File: config.mk
export PLATFORM = sky130hd
export DESIGN_NAME = rsl_output_stage
export DESIGN_NICKNAME = d
export VERILOG_FILES = /design/src/rtl/rsl_pkg.sv /design/src/rtl/rsl_round.sv /design/src/rtl/rsl_window_limit.sv /design/src/rtl/rsl_output_stage.sv
export SDC_FILE = /design/constraint.sdc
export NUM_CORES = 1
export LEC_CHECK = 0
export BUFFER_PORTS_ARGS = -buffer_cell sky130_fd_sc_hd__buf_2
export CAP_MARGIN = 20
export CORE_ASPECT_RATIO = 1.2
export CORE_UTILIZATION = 56
export DETAILED_ROUTE_END_ITERATION = 12
export PLACE_DENSITY = 0.8
export SYNTH_ARGS = -nofsm -noshare
export SYNTH_HDL_FRONTEND = slang
export SYNTH_SLANG_ARGS = --single-unit
File: constraint.sdc
create_clock -name clk -period 2.3 [get_ports clk]
set_clock_uncertainty 0.05 [all_clocks]
set_input_delay 0 -clock clk [delete_from_list [all_inputs] [get_ports clk]]
set_output_delay 0 -clock clk [all_outputs]
set_load 0.02 [all_outputs]
File: src/rtl/rsl_pkg.sv
package rsl_pkg;
    // Default geometry of the output stage
    localparam int RSL_IN_W     = 20;
    localparam int RSL_OUT_W    = 13;
    localparam int RSL_NSEL     = 4;
    localparam int RSL_BASE_LSB = 4;
endpackage

File: src/rtl/rsl_round.sv
// Stage 1: add half an output LSB (chosen window) and register the sum.
module rsl_round #(
    parameter int IN_W     = rsl_pkg::RSL_IN_W,
    parameter int NSEL     = rsl_pkg::RSL_NSEL,
    parameter int BASE_LSB = rsl_pkg::RSL_BASE_LSB,
    localparam int SUM_W   = IN_W + 1,
    localparam int SEL_W   = $clog2(NSEL)
) (
    input  logic             clk,
    input  logic             rst_n,
    input  logic             in_valid,
    input  logic [IN_W-1:0]  in_data,
    input  logic [SEL_W-1:0] win_sel,
    input  logic             round_en,
    output logic             s1_valid,
    output logic [SUM_W-1:0] s1_sum,
    output logic [SEL_W-1:0] s1_sel
);
    logic [SUM_W-1:0] half;
    logic [SUM_W-1:0] sum_d;

    always_comb begin
        half = '0;
        for (int k = 0; k < NSEL; k++) begin
            if (round_en && (win_sel == SEL_W'(k))) begin
                half = SUM_W'(1) << (BASE_LSB + k - 1);
            end
        end
        sum_d = {in_data[IN_W-1], in_data} + half;
    end

    always_ff @(posedge clk or negedge rst_n) begin
        if (!rst_n) begin
            s1_valid <= 1'b0;
            s1_sum   <= '0;
            s1_sel   <= '0;
        end else begin
            s1_valid <= in_valid;
            if (in_valid) begin
                s1_sum <= sum_d;
                s1_sel <= win_sel;
            end
        end
    end

    // stage-1 valid follows the input strobe by one edge
    p_stage_valid_r2: assert property (@(posedge clk) disable iff (!rst_n)
        in_valid |=> s1_valid);
    p_stage_idle_r2: assert property (@(posedge clk) disable iff (!rst_n)
        !in_valid |=> !s1_valid);
    // with rounding off the sum is the bare sign-extended input
    p_trunc_r5: assert property (@(posedge clk) disable iff (!rst_n)
        (in_valid && !round_en) |=>
        (s1_sum == {$past(in_data[IN_W-1]), $past(in_data)}));
endmodule

File: src/rtl/rsl_window_limit.sv
// Stage 2: pick the window, clamp on overflow, register the sample.
module rsl_window_limit #(
    parameter int IN_W     = rsl_pkg::RSL_IN_W,
    parameter int OUT_W    = rsl_pkg::RSL_OUT_W,
    parameter int NSEL     = rsl_pkg::RSL_NSEL,
    parameter int BASE_LSB = rsl_pkg::RSL_BASE_LSB,
    localparam int SUM_W   = IN_W + 1,
    localparam int SEL_W   = $clog2(NSEL)
) (
    input  logic             clk,
    input  logic             rst_n,
    input  logic             s1_valid,
    input  logic [SUM_W-1:0] s1_sum,
    input  logic [SEL_W-1:0] s1_sel,
    output logic             out_valid,
    output logic [OUT_W-1:0] out_data
);
    localparam logic [OUT_W-1:0] POS_MAX = {1'b0, {(OUT_W-1){1'b1}}};
    localparam logic [OUT_W-1:0] NEG_MIN = {1'b1, {(OUT_W-1){1'b0}}};

    logic [OUT_W-1:0] win [NSEL];
    logic [NSEL-1:0]  fits;
    logic [OUT_W-1:0] res_d;

    for (genvar k = 0; k < NSEL; k++) begin : g_win
        localparam int LSB = BASE_LSB + k;
        localparam int MSB = LSB + OUT_W - 1;
        logic [SUM_W-MSB-1:0] upper;
        assign upper   = s1_sum[SUM_W-1:MSB];
        assign win[k]  = s1_sum[MSB:LSB];
        assign fits[k] = (&upper) | ~(|upper);
    end

    always_comb begin
        if (fits[s1_sel]) begin
            res_d = win[s1_sel];
        end else if (s1_sum[SUM_W-1]) begin
            res_d = NEG_MIN;
        end else begin
            res_d = POS_MAX;
        end
    end

    always_ff @(posedge clk or negedge rst_n) begin
        if (!rst_n) begin
            out_valid <= 1'b0;
            out_data  <= '0;
        end else begin
            out_valid <= s1_valid;
            if (s1_valid) begin
                out_data <= res_d;
            end
        end
    end

    // output valid follows stage-1 valid
    p_out_valid_r2: assert property (@(posedge clk) disable iff (!rst_n)
        s1_valid |=> out_valid);
    // without a valid word the output holds
    p_hold_r9: assert property (@(posedge clk) disable iff (!rst_n)
        !s1_valid |=> $stable(out_data));
    // the output sign never differs from the rounded word's sign
    p_no_overflow_r10: assert property (@(posedge clk) disable iff (!rst_n)
        s1_valid |=> (out_data[OUT_W-1] == $past(s1_sum[SUM_W-1])));
endmodule

File: src/rtl/rsl_output_stage.sv
module rsl_output_stage #(
    parameter int IN_W     = rsl_pkg::RSL_IN_W,
    parameter int OUT_W    = rsl_pkg::RSL_OUT_W,
    parameter int NSEL     = rsl_pkg::RSL_NSEL,
    parameter int BASE_LSB = rsl_pkg::RSL_BASE_LSB,
    localparam int SUM_W   = IN_W + 1,
    localparam int SEL_W   = $clog2(NSEL)
) (
    input  logic             clk,
    input  logic             rst_n,
    input  logic             in_valid,
    input  logic [IN_W-1:0]  in_data,
    input  logic [SEL_W-1:0] win_sel,
    input  logic             round_en,
    output logic             out_valid,
    output logic [OUT_W-1:0] out_data
);
    logic             s1_valid;
    logic [SUM_W-1:0] s1_sum;
    logic [SEL_W-1:0] s1_sel;

    rsl_round #(.IN_W(IN_W), .NSEL(NSEL), .BASE_LSB(BASE_LSB)) u_round (
        .clk(clk), .rst_n(rst_n), .in_valid(in_valid), .in_data(in_data),
        .win_sel(win_sel), .round_en(round_en),
        .s1_valid(s1_valid), .s1_sum(s1_sum), .s1_sel(s1_sel)
    );

    rsl_window_limit #(.IN_W(IN_W), .OUT_W(OUT_W), .NSEL(NSEL),
                       .BASE_LSB(BASE_LSB)) u_limit (
        .clk(clk), .rst_n(rst_n), .s1_valid(s1_valid), .s1_sum(s1_sum),
        .s1_sel(s1_sel), .out_valid(out_valid), .out_data(out_data)
    );

    // reset clears the output
    p_reset_r1: assert property (@(posedge clk)
        !rst_n |=> (!out_valid && out_data == '0));
endmodule

# == Word level (Yosys, flattened, before mapping) ==
# Index checks and enable logic that the tools add are counted.
# Widths: inputs -> output; s select.
# classes
addsub,1
n_lt_le_gt_ge,2
eq_ne,3
muxes,11
bitwise,9
n_reduce_logical,13
# op_table
cell,n
$mux 21,3
$mux 13,4
$bmux 13 s2,1
$add 21x21->21,1
$reduce_and 5->1,1
$reduce_or 5->1,1
$eq 2x2->1 const B,2
$logic_and 1x1->1,4
$mux 4,1
$not 1->1,4
$or 1x1->1,4
$reduce_and 4->1,1
$reduce_or 4->1,1
$ge 3x3->1 const B,1
$lt 2x3->1 const B,1
$not 2->3,1
$reduce_and 3->1,1
$reduce_or 3->1,1
$bmux 1 s2,1
$eq 2x1->1 const B,1
$logic_not 2->1,1
$reduce_and 2->1,1
$reduce_or 2->1,1
$mux 1,1
# totals
register_bits,38
in_bits,26
output_inout_bits,14
word_cells,44

# == Depth between registers and ports, before layout ==
# depth
word_depth,7
mapped_depth,9
mapped_depth_nobuf,9

# == Cells and area by module ==
# From an unflattened synthesis, not the netlist that was laid out.
# hier_totals
cells_unflattened,227
area_unflattened_um2,2394.8
# by_module_without_submodules
mod,n_inst,cells_per_inst,area_per_inst_um2,seq_area_each_um2
rsl_round,1,132,1327.5,600.6
rsl_window_limit,1,95,1067.3,350.3

# == Least setup slack after synthesis ==
# No wires, ideal clock.
# synth_timing
path_type,register to register
from,register u_round.s1_sum[20]
to,register u_limit.out_data[10]
setup_ns,0.121
t_arrival_ns,1.690
t_required_ns,2.129
setup_slack_ns,0.439
path_stages_with_launch,8
path_buffers,1
period_less_slack_ns,1.861
path_cell_list,dfrtp_1 -> ha_1 -> and2_4 -> o211a_1 -> o31a_4 -> buf_6 -> and2_0 -> o22a_1
# synth_via
elab_chain_len,6
elab_cells_between_ends,20
classes_between,mux (4); bitwise (8); reduce/logical (8)
# synth_lines
item,line_no,text
"start, declared",rsl_round.sv:16,"output logic [SUM_W-1:0] s1_sum,"
"start signal, assigned",rsl_round.sv:40,s1_sum <= sum_d;
"$reduce_or 5->1, or another cell as far along",rsl_window_limit.sv:31,assign fits[k] = (&upper) | ~(|upper);
$not 1->1,rsl_window_limit.sv:31,
$or 1x1->1,rsl_window_limit.sv:31,
$bmux 1 s2,rsl_window_limit.sv:35,if (fits[s1_sel]) begin
$mux 1 (implied by the code),rsl_window_limit.sv:35,
$mux 13 (*),rsl_window_limit.sv:35,
"end signal, assigned",rsl_window_limit.sv:51,out_data <= res_d;
"end, declared",rsl_window_limit.sv:16,output logic [OUT_W-1:0] out_data
# Every way passes the cells marked *; elsewhere a longest branch is shown, timed or not. The select of a mux whose other input is x is not followed.
# A chain may end at the register's enable or synchronous reset.

# == Final worst setup path ==
# layout_timing
from,register u_round.s1_sum[20]
to,register u_limit.out_data[9]
# The elaborated chain is that of the path after synthesis.

==> impl_results.md <==
* Max Transition Viols Final at 0
* Drt wl/cell at between 10 and 15 µm
* Critical Path AT at 2.19 ns
* Post-Syn Area at 0.00219 mm²
* Clock Latency Late Sink at a little under 0.3 ns
* Post-CTS Setup Inserts at 0
* ANT cells at 0
* Die H at roughly 71 µm
* Post-route clock period utilization at roughly 90%
* Crit path launch type: flip-flop
* CP max FO at 14
* Via count at 1625
* Die area at between 0.004 and 0.005 mm²
* Port buffer count at 36
* Final min period at 2.01 ns
* TritonCTS Buffers at 5
* Req. time, crit path at between 2 and 2.5 ns
* Static Leak at 1.10 nW
* Reg area at 851 µm²
* DR iter-0 viols at between 60 and 70
* Setup repair after global routing missed its margin: false
* Die width at between 50 and 60 µm
* Final wirelength at 3.87 mm
* Dominant cells by area after synthesis: dfrtp_1 39%, mux4_2 9.2%, xnor2_1 5.2%
* Number of nets in the layout at 275
* Clock network fraction of design power at between 20 and 30%
* Core area at 0.00369 mm²
* Max-cap violations at 0
* WS Path Type: reg2reg
* Largest area contributor in the synthesized netlist: dfrtp_1
* Yosys warns at 0
* Final Cell Area at between 0.002 and 0.003 mm²
* Final TNS setup at 0 ns
* HPWL after DPL at ~2.9 mm
* Cell variety after synth at 43
* Worst-path cell chain: ha_1, and2_4, o211a_1, o31a_4, o21ai_4, o22a_1
* Vias in the first global route at 1624
* Post-route ant nets at 0
* Number of fill cells in the layout at 268
* Post-Syn Nets at about 230
* Most frequent cell after synthesis: dfrtp_1
* Ys async rst share at 100%
* Layout cells sized above 1 at 28.7%
* Site row count at 24
* Peak Freq at between 400 and 500 MHz
* Most instantiated cells after synthesis: 34 x dfrtp_1, 17 x a21oi_1, 15 x nor2_1
* Slowest CP cell: dfrtp_1
* First-pass GRT wire length at 6.91 mm
* Proportion of power drawn by combinational gates at between 20% and 30%
* Status: completed
* Clk root buf: clkbuf_8
* H-tree depth at 2
* CP endpoint kind: flip-flop
* Sw frac at between 20% and 30%
* Post-Syn Instances at 195
* Overall routing resource usage at 22.1%
* Synthesized area per cell at 11.2 µm²
* Vias per Instance at ~5.5
* PwrDens at ~680 mW/mm²
* Slew Limit Headroom at 52.1%
* Area after DPL at 0.00240 mm²
* Post-synth EDFFs at 0
* Min-delay worst type: in2reg
* Global route overflow at 0
* Synth Register Bits at 34
* CTS tree: done
* DRC at 0
* Sw Pwr at about 0.52 mW
* Sequential share of the synthesized area at about 39%
* Clock buffer depth at 2
* Max stage delay on crit path at 0.46 ns
* Largest net degree at the start of global routing at 35
* RD Place Congestion at ~0.77
* Buf+Inv Stages, Crit Path at 0
* CTS sink count at 34
* Peak VDD IR at 0.372 mV
* Worst Tran Pin Value at 0.718 ns
* Multi-input logic area at 0.00125 mm²
* Area growth from synthesis to layout at 19.8%
* Clk slew on worst S/H paths at 0.07 ns
* Largest delay share family, worst path: compound AO/OA/AOI/OAI gates
* Final setup violating endpoints at 0
* Final-report hold violation count at 0
* Initial antenna violation count at 0
* Boundary pin count at 40
* Top cell type's share of synthesized area at between 30% and 40%
* Seq pwr share at 43.0%
* Ys flop type: dfrtp_1
* Internal at approximately 1.3 mW
* Initial core utilization at 59.4%
* TritonRoute pass-1 iters at 4
-- timing repair --
item | 4_1_cts | 5_1_grt
hold buffers | 12 | 0
hold endpoints to repair | 46 | 0
resized for setup | 0 | 0
-- placed cells by master, fill, tap and decap left out, types with 2 or more instances in the layout --
cell type      instances
buf_4                  3
clkbuf_8               5
mux2_2                 5
nor2_1                15
a2111oi_1              2
dfrtp_1               34
a21oi_1               17
and2_0                 9
inv_1                  9
and2_1                 3
xnor2_1               13
ha_1                   5
nand2_1               11
mux4_1                 4
o22a_1                12
nor3_1                 4
nand3_1                3
dlygate4sd3_1         12
and3_1                 4
o21ai_1                2
clkinv_2               2
mux4_2                 9
mux2i_1                3
nor2b_1                2
buf_2                 36
-- tightest hold or removal path, cell delays in order --
cell     delay [ns]
buf_2          0.11
xnor2_1        0.14
a21oi_1        0.07
-- per-stage QoR --
| stage | setup slack [ns] | cells | power [mW] | hold slack, ns | util [%] |
|---|---|---|---|---|---|
| finish | 0.285 | 296 | 1.77 | 0.0229 | 71.1 |
| global route | 0.167 | 296 | 1.87 | 0.0489 | 71.1 |
| CTS | 0.263 | 296 | 1.79 | 0.0118 | 71.1 |
| detailed placement | 0.167 | 276 | 1.25 | 0.0467 | 64.9 |
| global placement | 0.212 | 276 | 1.23 | 0.0405 | 64.9 |
| floorplan | 0.439 | 195 | 1.12 | -0.346 | - |
-- kinds of logic (layout without fill, tap and decap cells) --
group / count (synthesis) / in the layout / synth area share, %
AOI/OAI and AO/OA: 44 / 44 / 15.2
xor gates and xnor gates: 14 / 14 / 5.59
adders and majority gates: 6 / 6 / 3.77
buffers and inverters: 19 / 68 / 4.39
DFF: 34 / 34 / 38.8
muxes: 21 / 21 / 18.0
and+or+nand+nor: 57 / 57 / 14.3
-- registers in the layout, summed over array words and instances (netlist names) --
signal,flops
u_round.s1_sum,17
u_round.s1_sel,2
u_limit.out_valid,1
u_round.s1_valid,1
u_limit.out_data,13
-- final cells by class --
| class | instances | area share, % |
|---|---|---|
| multi-input cells | 142 | 47.4 |
| flip-flops and latches | 34 | 32.4 |
| repair buffers | 51 | 12.3 |
| clock buffers | 5 | 2.62 |
| well taps | 52 | 2.48 |
| clock inverters | 3 | 1.52 |
| inverters | 9 | 1.29 |
-- worst paths after layout --
kind	start	endpoint	slack [ns]	cells past startpoint
worst min-delay path	in_data[10]	u_round.s1_sum[10]	0.02	3
max in group asynchronous	rst_n	u_round.s1_sum[20]	1.49	2
worst min register to register	u_limit.out_data[2]	u_limit.out_data[2]	0.44	1
worst max register to register	u_round.s1_sum[20]	u_limit.out_data[9]	0.29	6
min in group asynchronous	rst_n	u_limit.out_data[0]	0.25	2
worst max-delay path	u_round.s1_sum[20]	u_limit.out_data[9]	0.29	6
-- power groups by stage --
stage	registers (mW)	logic [mW]	clock network, mW
6_report	0.762	0.489	0.523
5_1_grt	0.779	0.539	0.549
4_1_cts	0.764	0.494	0.535
3_5_place_dp	0.775	0.476	0
3_3_place_gp	0.770	0.465	0
2_1_floorplan	0.811	0.306	0
-- metal layers --
| metal | part of all wire [%] | routed length (µm) | global-route usage, % |
|---|---|---|---|
| met3 | 2.4 | 93 | 2.74 |
| met5 | 0 | 0 | 0 |
| met2 | 53 | 2050 | 39.9 |
| met4 | 2.3 | 88 | 10.3 |
| met1 | 42 | 1640 | 25.5 |
(Power assumes the default switching activity.)
